--- src/rtl/nseq_pkg.sv ---
package nseq_pkg;

    typedef enum logic [1:0] {
        OP_READ  = 2'd0,
        OP_PROG  = 2'd1,
        OP_ERASE = 2'd2,
        OP_NONE  = 2'd3
    } op_e;

    typedef enum logic [1:0] {
        DIR_NONE = 2'd0,
        DIR_IN   = 2'd1,
        DIR_OUT  = 2'd2
    } dir_e;

    typedef enum logic [2:0] {
        RES_PASS       = 3'd0,
        RES_ECC_FIXED  = 3'd1,
        RES_ECC_LOST   = 3'd2,
        RES_PROG_FAIL  = 3'd3,
        RES_ERASE_FAIL = 3'd4,
        RES_TIMEOUT    = 3'd5
    } res_e;

    typedef enum logic [2:0] {
        STEP_WREN,
        STEP_LOAD,
        STEP_EXEC,
        STEP_ARRAY_RD,
        STEP_ERASE,
        STEP_POLL,
        STEP_CACHE_RD
    } step_e;

    typedef enum logic [1:0] {
        PH_IDLE,
        PH_FRAME,
        PH_REPORT
    } phase_e;

    typedef struct packed {
        logic [7:0]  opcode;
        logic [23:0] addr;
        logic [1:0]  naddr;
        logic [1:0]  ndummy;
        dir_e        dir;
    } frame_desc_t;

    // Command opcodes
    localparam logic [7:0] OPC_WREN      = 8'h06;
    localparam logic [7:0] OPC_LOAD      = 8'h02;
    localparam logic [7:0] OPC_EXEC      = 8'h10;
    localparam logic [7:0] OPC_ARRAY_RD  = 8'h13;
    localparam logic [7:0] OPC_CACHE_RD  = 8'h03;
    localparam logic [7:0] OPC_ERASE     = 8'hD8;
    localparam logic [7:0] OPC_GET_FEAT  = 8'h0F;
    localparam logic [7:0] STATUS_REG    = 8'hC0;

    // Status byte fields
    localparam int BIT_BUSY       = 0;
    localparam int BIT_ERASE_FAIL = 2;
    localparam int BIT_PROG_FAIL  = 3;
    localparam int ECC_LSB        = 4;

    function automatic step_e first_step(op_e op);
        return (op == OP_READ) ? STEP_ARRAY_RD : STEP_WREN;
    endfunction

    function automatic res_e ecc_verdict(logic [1:0] ecc);
        case (ecc)
            2'b00:   return RES_PASS;
            2'b01:   return RES_ECC_FIXED;
            default: return RES_ECC_LOST;
        endcase
    endfunction

endpackage

--- src/rtl/nseq_frame_fmt.sv ---
module nseq_frame_fmt
    import nseq_pkg::*;
#(
    parameter int ROW_W       = 24,
    parameter int COL_W       = 16,
    parameter int PAGE_BYTES  = 2112,
    parameter int CACHE_DUMMY = 1,
    localparam int LEN_W      = $clog2(PAGE_BYTES + 1)
) (
    input  step_e              step,
    input  logic [ROW_W-1:0]   row,
    input  logic [COL_W-1:0]   col,
    output frame_desc_t        desc,
    output logic [LEN_W-1:0]   len
);

    localparam logic [LEN_W-1:0] PAGE_LEN = LEN_W'(PAGE_BYTES);

    always_comb begin
        desc.opcode = OPC_WREN;
        desc.addr   = '0;
        desc.naddr  = 2'd0;
        desc.ndummy = 2'd0;
        desc.dir    = DIR_NONE;
        len         = '0;
        case (step)
            STEP_WREN: begin
                desc.opcode = OPC_WREN;
            end
            STEP_LOAD: begin
                desc.opcode = OPC_LOAD;
                desc.addr   = 24'(col);
                desc.naddr  = 2'd2;
                desc.dir    = DIR_OUT;
                len         = PAGE_LEN;
            end
            STEP_EXEC: begin
                desc.opcode = OPC_EXEC;
                desc.addr   = 24'(row);
                desc.naddr  = 2'd3;
            end
            STEP_ARRAY_RD: begin
                desc.opcode = OPC_ARRAY_RD;
                desc.addr   = 24'(row);
                desc.naddr  = 2'd3;
            end
            STEP_ERASE: begin
                desc.opcode = OPC_ERASE;
                desc.addr   = 24'(row);
                desc.naddr  = 2'd3;
            end
            STEP_POLL: begin
                desc.opcode = OPC_GET_FEAT;
                desc.addr   = 24'(STATUS_REG);
                desc.naddr  = 2'd1;
                desc.dir    = DIR_IN;
                len         = LEN_W'(1);
            end
            STEP_CACHE_RD: begin
                desc.opcode = OPC_CACHE_RD;
                desc.addr   = 24'(col);
                desc.naddr  = 2'd2;
                desc.ndummy = 2'(CACHE_DUMMY);
                desc.dir    = DIR_IN;
                len         = PAGE_LEN;
            end
            default: begin
                desc.opcode = OPC_WREN;
            end
        endcase
    end

endmodule

--- src/rtl/nseq_status_eval.sv ---
module nseq_status_eval
    import nseq_pkg::*;
(
    input  op_e        op,
    input  logic [7:0] status,
    output logic       busy,
    output res_e       verdict
);

    logic unused_status_bits;
    assign unused_status_bits = ^{status[7:6], status[1]};

    assign busy = status[BIT_BUSY];

    always_comb begin
        case (op)
            OP_READ:  verdict = ecc_verdict(status[ECC_LSB +: 2]);
            OP_PROG:  verdict = status[BIT_PROG_FAIL]  ? RES_PROG_FAIL  : RES_PASS;
            OP_ERASE: verdict = status[BIT_ERASE_FAIL] ? RES_ERASE_FAIL : RES_PASS;
            default:  verdict = RES_PASS;
        endcase
    end

endmodule

--- src/rtl/nseq_poll_ctr.sv ---
module nseq_poll_ctr #(
    parameter int MAX_POLLS = 4096,
    localparam int CW       = $clog2(MAX_POLLS + 1)
) (
    input  logic clk,
    input  logic rst,
    input  logic clear,
    input  logic bump,
    output logic last
);

    logic [CW-1:0] cnt;

    assign last = (cnt == CW'(MAX_POLLS - 1));

    always_ff @(posedge clk) begin
        if (rst || clear) begin
            cnt <= '0;
        end else if (bump && !last) begin
            cnt <= cnt + 1'b1;
        end
    end

endmodule

--- src/rtl/nand_op_seq.sv ---
module nand_op_seq
    import nseq_pkg::*;
#(
    parameter int ROW_W       = 24,
    parameter int COL_W       = 16,
    parameter int PAGE_BYTES  = 2112,
    parameter int MAX_POLLS   = 4096,
    parameter int CACHE_DUMMY = 1
) (
    input  logic                              clk,
    input  logic                              rst,
    input  logic                              req_valid,
    output logic                              req_ready,
    input  logic [1:0]                        req_op,
    input  logic [ROW_W-1:0]                  req_row,
    input  logic [COL_W-1:0]                  req_col,
    output logic                              frm_valid,
    input  logic                              frm_done,
    input  logic [7:0]                        frm_rdata,
    output logic [7:0]                        frm_opcode,
    output logic [23:0]                       frm_addr,
    output logic [1:0]                        frm_naddr,
    output logic [1:0]                        frm_ndummy,
    output logic [1:0]                        frm_dir,
    output logic [$clog2(PAGE_BYTES+1)-1:0]   frm_len,
    output logic                              res_valid,
    output logic [2:0]                        res_code,
    output logic [7:0]                        res_status
);

    localparam int LEN_W = $clog2(PAGE_BYTES + 1);

    phase_e             phase;
    step_e              step;
    op_e                op_q;
    logic [ROW_W-1:0]   row_q;
    logic [COL_W-1:0]   col_q;
    logic [7:0]         status_q;
    res_e               code_q;

    frame_desc_t        desc;
    logic [LEN_W-1:0]   desc_len;
    logic               st_busy;
    res_e               st_verdict;
    logic               poll_last;
    logic               frame_end;
    logic               poll_end;

    nseq_frame_fmt #(
        .ROW_W       (ROW_W),
        .COL_W       (COL_W),
        .PAGE_BYTES  (PAGE_BYTES),
        .CACHE_DUMMY (CACHE_DUMMY)
    ) u_fmt (
        .step (step),
        .row  (row_q),
        .col  (col_q),
        .desc (desc),
        .len  (desc_len)
    );

    nseq_status_eval u_eval (
        .op      (op_q),
        .status  (frm_rdata),
        .busy    (st_busy),
        .verdict (st_verdict)
    );

    assign frame_end = (phase == PH_FRAME) && frm_done;
    assign poll_end  = frame_end && (step == STEP_POLL);

    nseq_poll_ctr #(
        .MAX_POLLS (MAX_POLLS)
    ) u_polls (
        .clk   (clk),
        .rst   (rst),
        .clear (phase == PH_IDLE),
        .bump  (poll_end && st_busy),
        .last  (poll_last)
    );

    always_ff @(posedge clk) begin
        if (rst) begin
            phase    <= PH_IDLE;
            step     <= STEP_WREN;
            op_q     <= OP_READ;
            row_q    <= '0;
            col_q    <= '0;
            status_q <= '0;
            code_q   <= RES_PASS;
        end else begin
            case (phase)
                PH_IDLE: begin
                    if (req_valid && (op_e'(req_op) != OP_NONE)) begin
                        op_q  <= op_e'(req_op);
                        row_q <= req_row;
                        col_q <= req_col;
                        step  <= first_step(op_e'(req_op));
                        phase <= PH_FRAME;
                    end
                end
                PH_FRAME: begin
                    if (frm_done) begin
                        case (step)
                            STEP_WREN:
                                step <= (op_q == OP_PROG) ? STEP_LOAD : STEP_ERASE;
                            STEP_LOAD:
                                step <= STEP_EXEC;
                            STEP_EXEC, STEP_ARRAY_RD, STEP_ERASE:
                                step <= STEP_POLL;
                            STEP_POLL: begin
                                status_q <= frm_rdata;
                                if (st_busy) begin
                                    if (poll_last) begin
                                        code_q <= RES_TIMEOUT;
                                        phase  <= PH_REPORT;
                                    end
                                end else begin
                                    code_q <= st_verdict;
                                    if (op_q == OP_READ) begin
                                        step <= STEP_CACHE_RD;
                                    end else begin
                                        phase <= PH_REPORT;
                                    end
                                end
                            end
                            default:
                                phase <= PH_REPORT;
                        endcase
                    end
                end
                default: begin
                    phase <= PH_IDLE;
                end
            endcase
        end
    end

    assign req_ready  = (phase == PH_IDLE);
    assign frm_valid  = (phase == PH_FRAME);
    assign frm_opcode = desc.opcode;
    assign frm_addr   = desc.addr;
    assign frm_naddr  = desc.naddr;
    assign frm_ndummy = desc.ndummy;
    assign frm_dir    = desc.dir;
    assign frm_len    = desc_len;
    assign res_valid  = (phase == PH_REPORT);
    assign res_code   = code_q;
    assign res_status = status_q;

endmodule

--- config.mk ---
export PLATFORM = sky130hd
export DESIGN_NAME = nand_op_seq
export DESIGN_NICKNAME = d
export VERILOG_FILES = /design/src/rtl/nseq_pkg.sv /design/src/rtl/nseq_frame_fmt.sv /design/src/rtl/nseq_status_eval.sv /design/src/rtl/nseq_poll_ctr.sv /design/src/rtl/nand_op_seq.sv
export SDC_FILE = /design/constraint.sdc
export NUM_CORES = 1
export LEC_CHECK = 0
export BUFFER_PORTS_ARGS = -buffer_cell sky130_fd_sc_hd__buf_2
export CAP_MARGIN = 20
export CELL_PAD_IN_SITES_DETAIL_PLACEMENT = 0
export CELL_PAD_IN_SITES_GLOBAL_PLACEMENT = 1
export CORE_MARGIN = 5
export CORE_UTILIZATION = 35
export CTS_CLUSTER_SIZE = 14
export DETAILED_ROUTE_END_ITERATION = 10
export PLACE_DENSITY = 0.86
export SLEW_MARGIN = 40
export SYNTH_ARGS = -nofsm -noshare
export SYNTH_HDL_FRONTEND = slang
export SYNTH_SLANG_ARGS = --single-unit
--- constraint.sdc ---
create_clock -name clk -period 2.3 [get_ports clk]
set_input_delay 0.46 -clock clk [delete_from_list [all_inputs] [get_ports clk]]
set_output_delay 0.46 -clock clk [all_outputs]
set_load 0.05 [all_outputs]
==> metrics.md, run 1 <==
| Metric | Value |
|---|---|
| Status | `finished clean` |
| All-layer global routing usage | `16.8%` |
| Initial Utilization | `36.1%` |
| # nets final | `595` |
| Antenna Cells | `0` |
| EDFF count, synth | `0` |
| Fin util | `47.2%` |
| Antenna violation net count after detailed routing | `0` |
| First-pass GRT wire length | `15900 µm` |
| IO Port Bufs | `106` |
| H-tree depth | `3` |
| Share of layout cells above drive strength 1 | `31.4%` |
| Synth-to-Final Area Change | `30.6%` |
| Startpoint Class | `flip-flop` |
| Placed insts | `655` |
| Slew Viols, Final | `0` |
| Wirelength per Cell | `14.7 µm` |
| Vias | `3384` |
| Asr flop ratio synth | `0%` |
| Site Rows | `35` |
| Reg clk slew, reported paths | `0.08 ns` |
| Syn Std Cell Area | `3370 µm²` |
| Hold_ws | `0.345 ns` |
| Critical Path AT | `1.76 ns` |
| CTS root buf | `clkbuf_8` |
| Peak VDD IR | `0.569 mV` |
| Final worst path period share | `96.5%` |
| Seq cells post-synth | `71` |
| Synth Warn # | `0` |
| Routed met3 length | `766 µm` |
| DRC Markers | `0` |
| Critical path peak fanout | `14` |
| CTS Sinks | `71` |
| M1 wire length | `4370 µm` |
| Final cell count without fillers | `673` |
| Crit path time final | `2.22 ns` |
| Largest net degree at the start of global routing | `28` |
| DRT Pass-1 Iters | `4` |
| Wire length on met2 | `4600 µm` |
| Drt initial violations | `192` |
| Achievable Freq | `450 MHz` |
| Die height | `108 µm` |
| Syn Inst Count | `436` |
| Placer Congestion | `0.828` |
| Yosys top cell by area | `dfxtp_1` |
| Die Area | `11700 µm²` |
| Setup Skew | `0.00923 ns` |
| Critical path endpoint category | `output pin` |
| Hold_buf cts | `0` |
| Vias per Instance | `5.03` |
| Worst Path Required | `1.84 ns` |
| Distinct cells, synth | `48` |
| Pwr Density | `685 nW/µm²` |
| Fillers | `944` |
| Core box area | `9330 µm²` |
| Clock Latency Late Sink | `0.34 ns` |
| Unrepaired setup endpoints after global routing | `no` |
| Post-synth top flop | `dfxtp_1` |
| Register area share after synthesis | `42.2%` |
| Most common cell after layout, fill and taps aside | `nand2_1` |
| Static Leak | `1.85 nW` |
| Final Hold Vio Count | `0` |
| CTS tree | `done` |
| Leading post-synthesis cells by cell area | `dfxtp_1 42%, nand2_1 13%, a21oi_1 8.8%` |
| Path type of the worst min-delay path | `input pin to flip-flop` |
| Post-Place Worst Slack | `0.245 ns` |
| Mean post-synth cell area | `7.73 µm²` |
| CTS Buf Count | `9` |
| DRT Wirelength | `9860 µm` |
| # setup viols final | `0` |
| Final worst slack | `0.0801 ns` |
| Vias in the first global route | `3337` |
| Relative max-transition margin | `52.7%` |
| Die Wd | `108 µm` |
| MaxCap Viol Count | `0` |
| CTS max path bufs | `2` |
| Most frequent cells in the layout | `121 x nand2_1, 83 x buf_2, 68 x dfxtp_1, 59 x a21oi_1, 28 x buf_4` |
| Top sig layer | `met5` |
| Crit path kind | `flip-flop to output pin` |
| Io pins | `118` |
| Share of the synthesized area in the top cell type | `42.2%` |
| Antenna violations before repair | `1` |
| Worst Max-Slew Pin Slew | `0.700 ns` |
| HPWL Detailed | `6960 µm` |
| GRT overflow | `0` |
-- through the flow --
| stage | TNS, ns | power (mW) | cell area (µm²) |
|---|---|---|---|
| 4_1_cts | 0 | 3.01 | 4300 |
| 6_report | 0 | 3.02 | 4400 |
| 5_1_grt | 0 | 3.16 | 4400 |
| 2_1_floorplan | -0.0234 | 1.74 | 3430 |
| 3_5_place_dp | 0 | 1.89 | 4030 |
| 3_3_place_gp | 0 | 1.88 | 4030 |
-- worst max-delay path: stages (launching register included) --
cell and delay, ns:
dfxtp_4 0.39, nand2b_1 0.20, mux2i_4 0.29, buf_12 0.18, a22o_1 0.16, buf_4 0.20
-- layout make-up --
| class | instances | area [µm²] | area share [%] |
|---|---|---|---|
| Clock buffer | 10 | 138 | 3.13 |
| Sequential cell | 71 | 1430 | 32.4 |
| Multi-Input combinational cell | 330 | 1800 | 40.9 |
| Tap cell | 129 | 161 | 3.67 |
| Inverter | 6 | 22.5 | 0.512 |
| Timing Repair Buffer | 122 | 768 | 17.5 |
| Clock inverter | 5 | 81.3 | 1.85 |
-- routing by layer --
layer / global-route usage, % / up-vias
met4: 4.96 / 2
li1: - / 1707
met1: 20.2 / 1564
met2: 27.8 / 101
met5: 0 / -
met3: 6.63 / 10
-- state kept, by name, indices dropped and copies added, names as in the netlist --
| signal | count |
|---|---|
| op_q | 2 |
| res_code | 3 |
| u_polls.cnt | 13 |
| step | 3 |
| res_status | 8 |
| col_q | 16 |
| row_q | 24 |
| phase | 2 |
-- final timing paths --
check	startpoint	to	slack, ns	cells past startpoint
setup / recovery	step[0]	frm_addr[10]	0.08	5
hold / removal	frm_rdata[6]	res_status[6]	0.35	3
setup reg to reg	step[2]	step[0]	0.36	6
hold reg to reg	u_polls.cnt[12]	u_polls.cnt[12]	0.45	2
-- cells in the mapped netlist, types with 2 or more instances --
library cell  count
nand2_1         121
dfxtp_1          71
a21oi_1          59
clkbuf_1         23
a22o_1           14
nor2_1           14
buf_4            13
and2_1           11
nor3_1            8
nand4_1           7
o21ai_0           7
or3_1             7
inv_1             6
nor2b_1           6
a221oi_1          5
nand3_1           5
o31ai_1           5
a31oi_1           4
o211ai_1          4
a211oi_1          3
a31o_2            3
buf_2             3
mux2i_1           3
nand2b_1          3
o21a_1            3
or4_1             3
and3_1            2
and4_1            2
o21ai_1           2
-- cells by family (layout without fill, tap and decap cells) --
logic type                 count (synthesis)  in the layout  synth area share (%)
other                                      1             11                 0.111
buffers and inverters                     45            143                  6.57
and+or+nand+nor                          199            199                  28.0
DFF                                       71             71                  42.2
muxes                                      3              3                 0.892
adders and majority gates                  1              1                 0.371
AOI/OAI and AO/OA                        115            115                  21.5
xor gates and xnor gates                   1              1                 0.260
-- report_power, final --
group | internal (mW) | switching (mW)
sequential | 1.28 | 0.0362
combinational | 0.189 | 0.405
clock | 0.636 | 0.473
total | 2.10 | 0.914
-- repair_timing --
action                                 in CTS  in global routing
endpoints found under the hold margin       0                  0
gates cloned                                0                  2
resized for setup                          19                 24
setup endpoints to repair                  19                 24
setup buffers                               0                  1
(Power assumes the default switching activity.)
==> inputs of run 2 (changes only) <==
--- a/config.mk
+++ b/config.mk
@@ -7,13 +7,11 @@
 export LEC_CHECK = 0
 export BUFFER_PORTS_ARGS = -buffer_cell sky130_fd_sc_hd__buf_2
 export CAP_MARGIN = 20
-export CELL_PAD_IN_SITES_DETAIL_PLACEMENT = 0
-export CELL_PAD_IN_SITES_GLOBAL_PLACEMENT = 1
 export CORE_MARGIN = 5
-export CORE_UTILIZATION = 35
+export CORE_UTILIZATION = 50
 export CTS_CLUSTER_SIZE = 14
 export DETAILED_ROUTE_END_ITERATION = 10
-export PLACE_DENSITY = 0.86
+export PLACE_DENSITY = 0.8
 export SLEW_MARGIN = 40
 export SYNTH_ARGS = -nofsm -noshare
 export SYNTH_HDL_FRONTEND = slang
==> metrics.md, run 2 (synthesis gave the netlist of run 1 again) <==
| Metric | Value |
|---|---|
| Crit path kind | `flip-flop to output pin` |
| Register share of total power | `45.9%` |
| Share of layout cells above drive strength 1 | `31.6%` |
| Pwr Density | `663 nW/µm²` |
| CTS max path bufs | `2` |
| WP buf/inv | `3` |
| Worst Max-Slew Pin Slew | `0.847 ns` |
| Top Registers | `row_q x24, col_q x16, u_polls.cnt x13` |
| CTS tree | `done` |
| Final cell count without fillers | `627` |
| Placed insts | `606` |
| Clock power share | `32.9%` |
| Worst R2R Start | `step[2]` |
| Worst Hold Path EP | `row_q[18]` |
| Hold_buf cts | `0` |
| Vias in the first global route | `3258` |
| First-pass GRT wire length | `15000 µm` |
| CTS Sinks | `71` |
| Die Wd | `92.1 µm` |
| Critical Path AT | `1.77 ns` |
| Multi-input logic area | `1810 µm²` |
| Wirelength per Cell | `15.4 µm` |
| # setup viols final | `0` |
| Io pins | `118` |
| Site Rows | `30` |
| Peak VDD IR | `0.384 mV` |
| MaxCap Viol Count | `0` |
| Setup Skew | `0.00899 ns` |
| Most frequent cells in the layout | `121 x nand2_1, 83 x buf_2, 69 x dfxtp_1, 59 x a21oi_1, 25 x buf_4` |
| Static Leak | `1.85 nW` |
| All-layer global routing usage | `21.5%` |
| Core box area | `6680 µm²` |
| Largest net degree at the start of global routing | `33` |
| Slew Viols, Final | `0` |
| CTS Buf Count | `9` |
| Max reg flops | `24` |
| Sequential cell area | `1420 µm²` |
| Vias per Instance | `5.59` |
| Antenna Cells | `0` |
| Vias | `3505` |
| # nets final | `599` |
| Most common cell after layout, fill and taps aside | `nand2_1` |
| Die Area | `8480 µm²` |
| H-tree depth | `3` |
| Die height | `92.1 µm` |
| Initial Utilization | `50.4%` |
| Synth-to-Final Area Change | `28.1%` |
| Biggest register | `row_q` |
| Clock Latency Late Sink | `0.34 ns` |
| Relative max-transition margin | `42.8%` |
| Min-delay src | `req_row[18]` |
| IO Port Bufs | `106` |
| Crit-path slowest cell | `dfxtp_1` |
| Antenna violations before repair | `0` |
| GRT overflow | `0` |
| Internal power | `1.96 mW` |
| Status | `finished clean` |
| Final Hold Vio Count | `0` |
| Drt initial violations | `244` |
| Achievable Freq | `448 MHz` |
| Worst Path Required | `1.84 ns` |
| Largest delay share family, worst path | `buffers and inverters` |
| Slowest cell delay on critical path | `0.35 ns` |
| Antenna violation net count after detailed routing | `0` |
| Startpoint Class | `flip-flop` |
| CTS root buf | `clkbuf_8` |
| Final worst path period share | `97.1%` |
| Net Switching | `900 µW` |
| Placer Congestion | `0.900` |
| DRT Pass-1 Iters | `5` |
| Worst reg-to-reg path cell count | `6` |
| CP Cell Sequence | `buf_6 -> nand2b_4 -> mux2i_4 -> clkbuf_16 -> a22o_1 -> buf_6` |
| Fillers | `597` |
| DRT Wirelength | `9660 µm` |
| DRC Markers | `0` |
| HPWL Detailed | `6710 µm` |
| R2R Path End | `step[0]` |
| Path type of the worst min-delay path | `input pin to flip-flop` |
| Crit path depth | `6` |
| Sw frac | `31.5%` |
| Sum of negative setup slack | `0 ns` |
| Crit path top cell by count | `buf_6` |
| Critical path endpoint category | `output pin` |
| Gate power share | `21.1%` |
| Reg clk slew, reported paths | `0.07 ns` |
| Hold Path Depth | `3` |
| Crit path time final | `2.23 ns` |
| Critical path peak fanout | `9` |
| Worst reg-to-reg setup slack | `0.20 ns` |
-- run 2: metal layers --
metal | share of wire [%] | wire, µm | vias up | global-route usage [%]
li1 | - | - | 1713 | -
met1 | 40 | 3880 | 1634 | 26.5
met2 | 49 | 4720 | 145 | 34.9
met3 | 9.1 | 878 | 13 | 6.07
met4 | 1.9 | 180 | 0 | 9.28
met5 | 0 | 0 | - | 0
-- run 2: final cells by class --
type / count / share of cell area (%)
Tap cell: 80 / 2.32
Multi-Input combinational cell: 330 / 42.0
Timing Repair Buffer: 126 / 18.1
Inverter: 6 / 0.522
Sequential cell: 71 / 33.0
Clock inverter: 4 / 1.13
Clock buffer: 10 / 2.96
-- run 2: through the flow --
step	power, mW	hold slack (ns)	instance area, µm²	worst slack, ns	utilization (%)
finish	2.86	0.356	4320	0.0667	64.6
global route	2.97	0.348	4320	-0.0128	64.6
detailed placement	1.88	0.438	3960	0.254	59.3
CTS	2.81	0.348	4170	0.000898	62.4
global placement	1.87	0.429	3960	0.305	59.3
floorplan	1.74	0.420	3430	-0.0234	-
-- run 2: worst reg2reg max path, cell delays in order (launching register included) --
cell	delay [ns]
dfxtp_1	0.35
buf_6	0.16
buf_4	0.14
inv_1	0.08
o311ai_0	0.76
a221oi_1	0.25
a31o_2	0.26
-- run 2: worst max-delay path by stage --
| stage | start | endpoint | slack, ns |
|---|---|---|---|
| floorplan | step[1] | frm_opcode[1] | -0.02 |
| global placement | step[2] | frm_addr[12] | 0.31 |
| detailed placement | step[0] | frm_addr[5] | 0.25 |
| CTS | step[2] | frm_naddr[1] | 0.0009 |
| global route | step[2] | frm_addr[12] | -0.01 |
| finish | step[2] | frm_addr[12] | 0.07 |
-- run 2: power groups by stage --
| stage | sequential [mW] | clock [mW] | combinational [mW] |
|---|---|---|---|
| 2_1_floorplan | 1.33 | 0 | 0.416 |
| 3_3_place_gp | 1.34 | 0 | 0.530 |
| 3_5_place_dp | 1.34 | 0 | 0.540 |
| 4_1_cts | 1.31 | 0.952 | 0.549 |
| 5_1_grt | 1.32 | 1.01 | 0.641 |
| 6_report | 1.31 | 0.942 | 0.605 |
-- run 2: timing repair --
action                                  CTS  global route
gates resized for setup                  13            28
buffers inserted                          0             5
gates cloned                              0             2
endpoints found under the setup margin   23            24
